## src/rtl/baud_reload_counter.sv

```systemverilog
module baud_reload_counter #(
  parameter int DIV_W       = 15,
  parameter int SYNC_STAGES = 2
) (
  input  logic             clk,
  input  logic             rst_n,
  input  logic             ext_clk,
  input  logic             wr_en,
  input  logic             wr_full,
  input  logic [DIV_W:0]   wr_data,
  input  logic             clr,
  output logic             tick
);

  logic             ext_sel;
  logic [DIV_W-1:0] div;
  logic [DIV_W-1:0] count;
  logic [SYNC_STAGES:0] ext_sync;

  wire wr_ok = wr_en & wr_full;
  wire [DIV_W-1:0] load_val = wr_ok ? wr_data[DIV_W-1:0] : div;
  wire ext_rise = ext_sync[SYNC_STAGES-1] & ~ext_sync[SYNC_STAGES];
  wire step     = ext_sel ? ext_rise : 1'b1;
  wire at_zero  = (count == '0);

  always_ff @(posedge clk) begin
    if (!rst_n) ext_sync <= '0;
    else        ext_sync <= {ext_sync[SYNC_STAGES-1:0], ext_clk};
  end

  always_ff @(posedge clk) begin
    if (!rst_n) begin
      ext_sel <= 1'b0;
      div     <= '0;
    end else if (wr_ok) begin
      ext_sel <= wr_data[DIV_W];
      div     <= wr_data[DIV_W-1:0];
    end
  end

  always_ff @(posedge clk) begin
    if (!rst_n)       count <= '0;
    else if (clr)     count <= load_val;
    else if (step)    count <= at_zero ? div : count - 1'b1;
  end

  always_ff @(posedge clk) begin
    if (!rst_n) tick <= 1'b0;
    else        tick <= ~clr & step & at_zero;
  end

endmodule


```

## config.mk

```make
export PLATFORM = sky130hd
export DESIGN_NAME = baud_reload_counter
export DESIGN_NICKNAME = d
export VERILOG_FILES = /design/src/rtl/baud_reload_counter.sv
export SDC_FILE = /design/constraint.sdc
export NUM_CORES = 1
export LEC_CHECK = 0
export ABC_AREA = 1
export CORE_MARGIN = 4
export CORE_UTILIZATION = 50
export DETAILED_ROUTE_END_ITERATION = 10
export PLACE_DENSITY = 0.72
export SYNTH_ARGS = -nofsm -noshare
export SYNTH_HDL_FRONTEND = slang
export SYNTH_SLANG_ARGS = --single-unit
```

## constraint.sdc

```tcl
create_clock -name clk -period 2.6 [get_ports clk]
set_input_delay 0.52 -clock clk [delete_from_list [all_inputs] [get_ports clk]]
set_output_delay 0.52 -clock clk [all_outputs]
set_load 0.05 [all_outputs]
```

* After elaboration in Yosys (flattened, before gate mapping) *
Cells that the tools add are included.

storage, ports and cells
  register bits = 35
  input bits = 22
  output and inout bits = 1
  logic and storage cells = 19

cells by class
  add/sub/neg operators = 1
  muxes and demuxes = 5
  bitwise operators = 6
  reduce and logical (&&, ||, !) cells = 2

operators with widths
  operator                                                              count
  15-bit 2-to-1 mux                                                     4
  15-bit logical NOT                                                    1
  15-bit by 1-bit subtractor with 15-bit output, second input constant  1
  1-bit AND                                                             4
  1-bit NOT                                                             2
  2-bit nonzero test                                                    1
  1-bit 2-to-1 mux                                                      1

* Longest topological paths before layout *
Gate-level depths: netlist of run 1.

  word-level depth = 5
  mapped depth = 10
  mapped depth without buffers = 9

* Least setup slack after synthesis of run 1 *
No wires, ideal clock.

  path type = register to register
  start point = reg count[0]
  end point = reg count[10]
  setup time = 132 ps
  data arrival time = 1253 ps
  required time = 2468 ps
  setup slack = 1215 ps
  cell stages (with the launch flop) = 11
  path buffers = 1
  clock period less this slack = 1385 ps
  cell sequence = dfxtp_1 -> inv_1 -> ha_1 -> nand3_1 -> nor2_4 -> buf_4 -> nand3_1 -> nand2_1 -> inv_1 -> nand2_1 -> a21oi_2

on the way
  longest elaborated chain between the ends = 4
  elaborated cells between the ends (all ways) = 5
  classes of those cells = 1 x add/sub; 3 x mux; 1 x reduce/logical

RTL lines
  element                                                                                     RTL line  text
  from (decl)                                                                                 17        logic [DIV_W-1:0] count;
  from (signal assigned)                                                                      43        else if (clr) count <= load_val;
  from (signal assigned)                                                                      44        else if (step) count <= at_zero ? div : count - 1'b1;
  15-bit by 1-bit subtractor with 15-bit output / 15-bit logical NOT (equally long branches)  44, 24
  15-bit 2-to-1 mux * (2 in a row)                                                            44
  15-bit 2-to-1 mux *                                                                         43

Every way passes the cells marked *; elsewhere a longest branch is shown, timed or not. The select of a mux whose other input is x is not followed.
A chain may end at the register's enable or synchronous reset.

* Worst setup path after layout of run 1 *
  start point = reg tick
  end point = out tick

RTL lines
  element                 RTL line  text
  from (decl)             12        output logic tick
  from (signal assigned)  49        else tick <= ~clr & step & at_zero;

No word-level cell between the ends.

==> results of run 1 <==
==> routing by layer <==
metal  global-route usage, %  vias to the layer above  part of all wire [%]
li1                        -                     1067                     -
met1                    24.9                      924                    47
met2                    33.6                       39                    48
met3                    4.02                        7                   4.3
met4                    6.68                        0                   1.3
met5                       0                        -                     0
==> stage by stage <==
| step | hold slack, ns | instances | util [%] | total power [mW] | instance area, um^2 |
|---|---|---|---|---|---|
| final | 0.423 | 394 | 60.2 | 1.69 | 2410 |
| after global routing | 0.455 | 394 | 60.2 | 1.82 | 2410 |
| after CTS | 0.428 | 394 | 60.2 | 1.70 | 2410 |
| after detailed placement | 0.411 | 386 | 57.7 | 1.26 | 2310 |
| after global placement | 0.406 | 386 | 57.7 | 1.25 | 2310 |
| after floorplan | 0.390 | 322 | - | 1.13 | 2060 |
==> cell usage after synthesis, drive strengths merged <==
cell / number
nor2: 40
o22ai: 15
dfxtp: 35
inv: 61
nand3: 48
and2: 1
buf: 6
clkbuf: 6
nand2: 72
a21oi: 17
ha: 2
o21ai: 19
==> cell type report <==
cell class	instances	area, um^2	area share, %
clock buffers	8	100	4.16
inverters	61	229	9.51
multi-input cells	214	1060	44.2
flip-flops and latches	35	701	29.1
well taps	50	62.6	2.60
repair buffers	26	250	10.4
==> report_power, final <==
part	total, mW	internal [mW]	switching, mW
Clock	0.436	0.242	0.194
Combinational	0.624	0.224	0.399
Sequential	0.631	0.589	0.0421
Total	1.69	1.06	0.635
==> registers in the layout, indices dropped and copies added, names as in the netlist <==
signal    cells
ext_sel       1
count        15
ext_sync      3
tick          1
div          15
==> final timing paths <==
kind                                    end  slack [ns]  cells past startpoint
worst min-delay path            ext_sync[1]        0.42                      2
worst max register to register     count[7]        0.71                      8
worst max-delay path                   tick        0.68                      1
worst min register to register  ext_sync[1]        0.42                      2
==> cell families (layout without fill, tap and decap cells) <==
| family | after synthesis | count (layout) | share of synthesized area (%) |
|---|---|---|---|
| and+or+nand+nor | 161 | 161 | 36.7 |
| buffers and inverters | 73 | 95 | 14.2 |
| AOI/OAI and AO/OA | 51 | 51 | 13.9 |
| DFF | 35 | 35 | 34.0 |
| adders and majority gates | 2 | 2 | 1.22 |
==> run summary, run 1 <==
setup tns final: 0 ns
YS warnings: 0
Crit Path Class: flip-flop to output pin
Critical-path top delay cell: clkdlybuf4s50_1
post-route setup slack: 0.681 ns
Final Critical Period: 1.92 ns
synthesis-stage register bit count: 35
# diodes: 0
startpoint type of the worst setup path: flip-flop
largest net degree at the start of global routing: 32
top post-synthesis cells by area: dfxtp_1, nand2_1, inv_1
Critical Path RT: 2.08 ns
Hold WC Path Type: flip-flop to flip-flop
worst skew pair latency: 0.29 ns
I/O pins: 23
Mapped Avg Cell Area: 6.39 um^2
crit-path max cell delay: 0.80 ns
post-DR wirelength/cell: 12.0 um
status: completed
setup violators final: 0
Area Growth Syn to Fin: 17.0%
global-route wire length before repair: 8250 um
die area: 5210 um^2
vias in the first global route: 1881
clock slew at reported path FFs: 0.07 ns
initial antenna violation count: 0
Max IR drop VDD: 0.000323 V
nature of the critical path endpoint: output pin
final clock skew: 0.00414 ns
Final Hold Viols: 0
post_cts resized: 0
TritonCTS Buffers: 5
FP Rows: 23
commonest non-fill, non-tap cells in the layout: nand2_1, inv_1, nand3_1, dfxtp_1, nor2_1
reg2reg start: count[0]
Seq/Total Area, Yosys: 34.0%
DR iter-0 viols: 175
gr ovfl total: 0
DR pass1 iterations: 4
nets@finish: 367
Worst-Margin Slew: 0.494 ns
Detail Placement HPWL: 3230 um
commonest non-fill, non-tap cell in the layout: nand2_1
postcts setup bufs: 0
H-tree levels: 2
RSZ-0062 raised after global routing: no
Detail Route Antenna Nets: 0
pwr dens: 702 nW/um^2
Die Height: 72.2 um
layout cells sized above 1: 9.59%
leakage: 1.12 nW
Distinct cells, synth: 19
post-synth top area cell: dfxtp_1
relative slew slack: 67.0%
TritonCTS clock tree: yes
Fmax achieved: 521 MHz
DRC: 0
crit path buf inv count: 1
maximum fanout along the worst path: 1
Critical Path Start: tick
Vias: 2037
core area: 4000 um^2
worst hold path startpoint: ext_sync[0]
maxcap violations: 0
worst path arrival time: 1.40 ns
Synth Instances: 322
hold_buf cts: 0
clk buf depth: 2
post-place setup slack: 0.670 ns
critical path, cell by cell: clkdlybuf4s50_1
Routed WL: 4720 um
global placer's final weighted congestion: 0.900
total track usage: 19.8%
DR vias/cell: 5.17
clk sink count: 35
cell area after synthesis: 2060 um^2
root buffer cell: clkbuf_8
Fillers: 403
Synth top area share: 34.0%
starting density of the core: 51.5%
Pins Over Slew Limit: 0
die width: 72.2 um
IO Port Bufs: 22
period utilization: 73.8%
post-synthesis net count: 346
critical path's top delay family: buffers and inverters
Note: power is estimated with default switching activity, not from simulation.
==> run 2: changes to the inputs <==
--- a/config.mk
+++ b/config.mk
@@ -9,7 +9,7 @@
 export CORE_MARGIN = 4
 export CORE_UTILIZATION = 50
 export DETAILED_ROUTE_END_ITERATION = 10
-export PLACE_DENSITY = 0.72
+export PLACE_DENSITY = 0.75
 export SYNTH_ARGS = -nofsm -noshare
 export SYNTH_HDL_FRONTEND = slang
 export SYNTH_SLANG_ARGS = --single-unit
==> constraint.sdc (replaced) <==
create_clock -name clk -period 1.64 [get_ports clk]
set_input_delay 0.328 -clock clk [delete_from_list [all_inputs] [get_ports clk]]
set_output_delay 0.328 -clock clk [all_outputs]
set_load 0.05 [all_outputs]
==> run summary, run 2 (synthesis gave the netlist of run 1 again) <==
Final Critical Period: 1.44 ns
Reg2Reg Depth: 10 (+2)
die area: 5210 um^2 (unchanged)
Switching Share: 37.2% (-0.37 points)
post-DR wirelength/cell: 12.3 um (+2.7%)
commonest non-fill, non-tap cell in the layout: nand2_1
setup violators final: 0 (unchanged)
TritonCTS Buffers: 5 (unchanged)
H-tree levels: 2 (unchanged)
Vias: 2084 (+2.3%)
DP Cell Count: 398 (+3.1%)
largest net degree at the start of global routing: 32 (unchanged)
clock slew at reported path FFs: 0.07 ns (about the same)
leakage: 1.20 nW (+7.1%)
hold_buf cts: 0 (unchanged)
top flop regs: count (15), div (15), ext_sync (3)
Clk pwr share: 25.0% (-0.8 points)
Final Hold Viols: 0 (unchanged)
Worst-Margin Slew: 0.312 ns (-0.182 ns)
cell count along the critical path: 10 (+9)
crit-path max cell delay: 0.32 ns (-0.48 ns)
# diodes: 0 (unchanged)
TritonCTS clock tree: yes
status: completed
clk sink count: 35 (unchanged)
nets@finish: 379 (+3.3%)
Fmax achieved: 694 MHz
Area Growth Syn to Fin: 22.9%
final clock skew: 0.00812 ns (+0.00398 ns)
total track usage: 20.8% (+0.98 points)
initial antenna violation count: 0 (unchanged)
P_int: 1.75 mW (+66%)
Crit Path Class: flip-flop to flip-flop
Comb pwr share: 39.0% (+2.1 points)
worst skew pair latency: 0.29 ns (about the same)
maxcap violations: 0 (unchanged)
Max IR drop VDD: 0.000691 V (+110%)
hold slack: 0.423 ns (+0.000433 ns)
Die Height: 72.2 um (unchanged)
die width: 72.2 um (unchanged)
DR vias/cell: 5.13 (-0.72%)
crit path buf inv count: 3 (+2)
Critical Path RT: 1.83 ns (-0.25 ns)
vias in the first global route: 2051 (+9.0%)
DRC: 0 (unchanged)
FP Rows: 23 (unchanged)
I/O pins: 23 (unchanged)
global placer's final weighted congestion: 0.878 (-2.4%)
global-route wire length before repair: 8630 um (+4.7%)
root buffer cell: clkbuf_8
Power Total: 2.78 mW (+65%)
maximum fanout along the worst path: 9 (+8)
Finished Layout Cells: 406 (+3.0%)
Routed WL: 4990 um (+5.9%)
DR iter-0 viols: 110 (-37%)
share of power burned in registers: 36.0% (-1.3 points)
RSZ-0062 raised after global routing: no
pwr dens: 1100 nW/um^2 (+57%)
worst path arrival time: 1.63 ns (+0.23 ns)
DR pass1 iterations: 4 (unchanged)
postcts setup bufs: 0 (unchanged)
Critical-path top delay cell: dfxtp_1
gr ovfl total: 0 (unchanged)
clk buf depth: 2 (unchanged)
IO Port Bufs: 22 (unchanged)
period utilization: 87.9%
Hold WC Path Type: flip-flop to flip-flop
Detail Placement HPWL: 3680 um (+14%)
layout cells sized above 1: 13.2% (+3.6 points)
starting density of the core: 51.5% (unchanged)
Final Util: 63.2% (+3.0 points)
relative slew slack: 79.0% (+12 points)
core area: 4000 um^2 (unchanged)
Detail Route Antenna Nets: 0 (unchanged)
setup tns final: 0 ns (unchanged)
nature of the critical path endpoint: flip-flop
commonest non-fill, non-tap cells in the layout: nand2_1, inv_1, nand3_1, dfxtp_1, nor2_1
post_cts resized: 0 (unchanged)
hold path cells: 2 (unchanged)
startpoint type of the worst setup path: flip-flop
Pins Over Slew Limit: 0 (unchanged)
critical path's top delay family: simple AND/OR/NAND/NOR gates
critical path, cell by cell: inv_2 > ha_1 > nand3_1 > nor2_4 > buf_6 > nand3_1 > nand2_1 > inv_1 > nand2_1 > a21oi_1
Sw Pwr: 1.04 mW (+63%)
[run 2: area by class of cell]
type                    instances  area (um^2)
well taps                      50         62.6
inverters                      61          229
fillers                       373         1470
multi-input cells             214         1070
clock buffers                   8          100
repair buffers                 38          367
flip-flops and latches         35          701
[run 2: path summary, 6_finish.rpt]
| check | start | end | slack (ns) |
|---|---|---|---|
| setup / recovery | count[0] | count[13] | 0.20 |
| hold / removal | ext_sync[0] | ext_sync[1] | 0.42 |
| setup reg to reg | count[0] | count[13] | 0.20 |
| hold reg to reg | ext_sync[0] | ext_sync[1] | 0.42 |
[run 2: metal layers]
metal / part of all wire [%] / track usage, %
met1: 44 / 24.4
met2: 48 / 35.7
met3: 5.4 / 5.12
met4: 1.9 / 8.77
met5: 0 / 0
[run 2: worst reg2reg max path: cells and delay by family (launching register included)]
family | cells | cell delay, ns
AO/OA/AOI/OAI | 1 | 0.06
adder cells (fa/ha/maj) | 1 | 0.18
flip-flops | 1 | 0.32
buffers and inverters | 3 | 0.30
AND/OR/NAND/NOR | 5 | 0.49
[run 2: per-stage QoR]
stage | cell area, um^2 | setup slack, ns
after floorplan | 2060 | 0.255
after global placement | 2420 | -0.0419
after detailed placement | 2420 | -0.0585
after CTS | 2520 | 0.0605
after global routing | 2530 | 0.0268
final | 2530 | 0.198
[run 2: power groups by stage]
stage	Clock, mW	Combinational (mW)	Sequential [mW]
6_report	0.696	1.09	1.00
5_1_grt	0.756	1.22	1.01
3_5_place_dp	0	1.06	1.02
2_1_floorplan	0	0.781	1.01
3_3_place_gp	0	1.04	1.02
4_1_cts	0.714	1.07	1.00
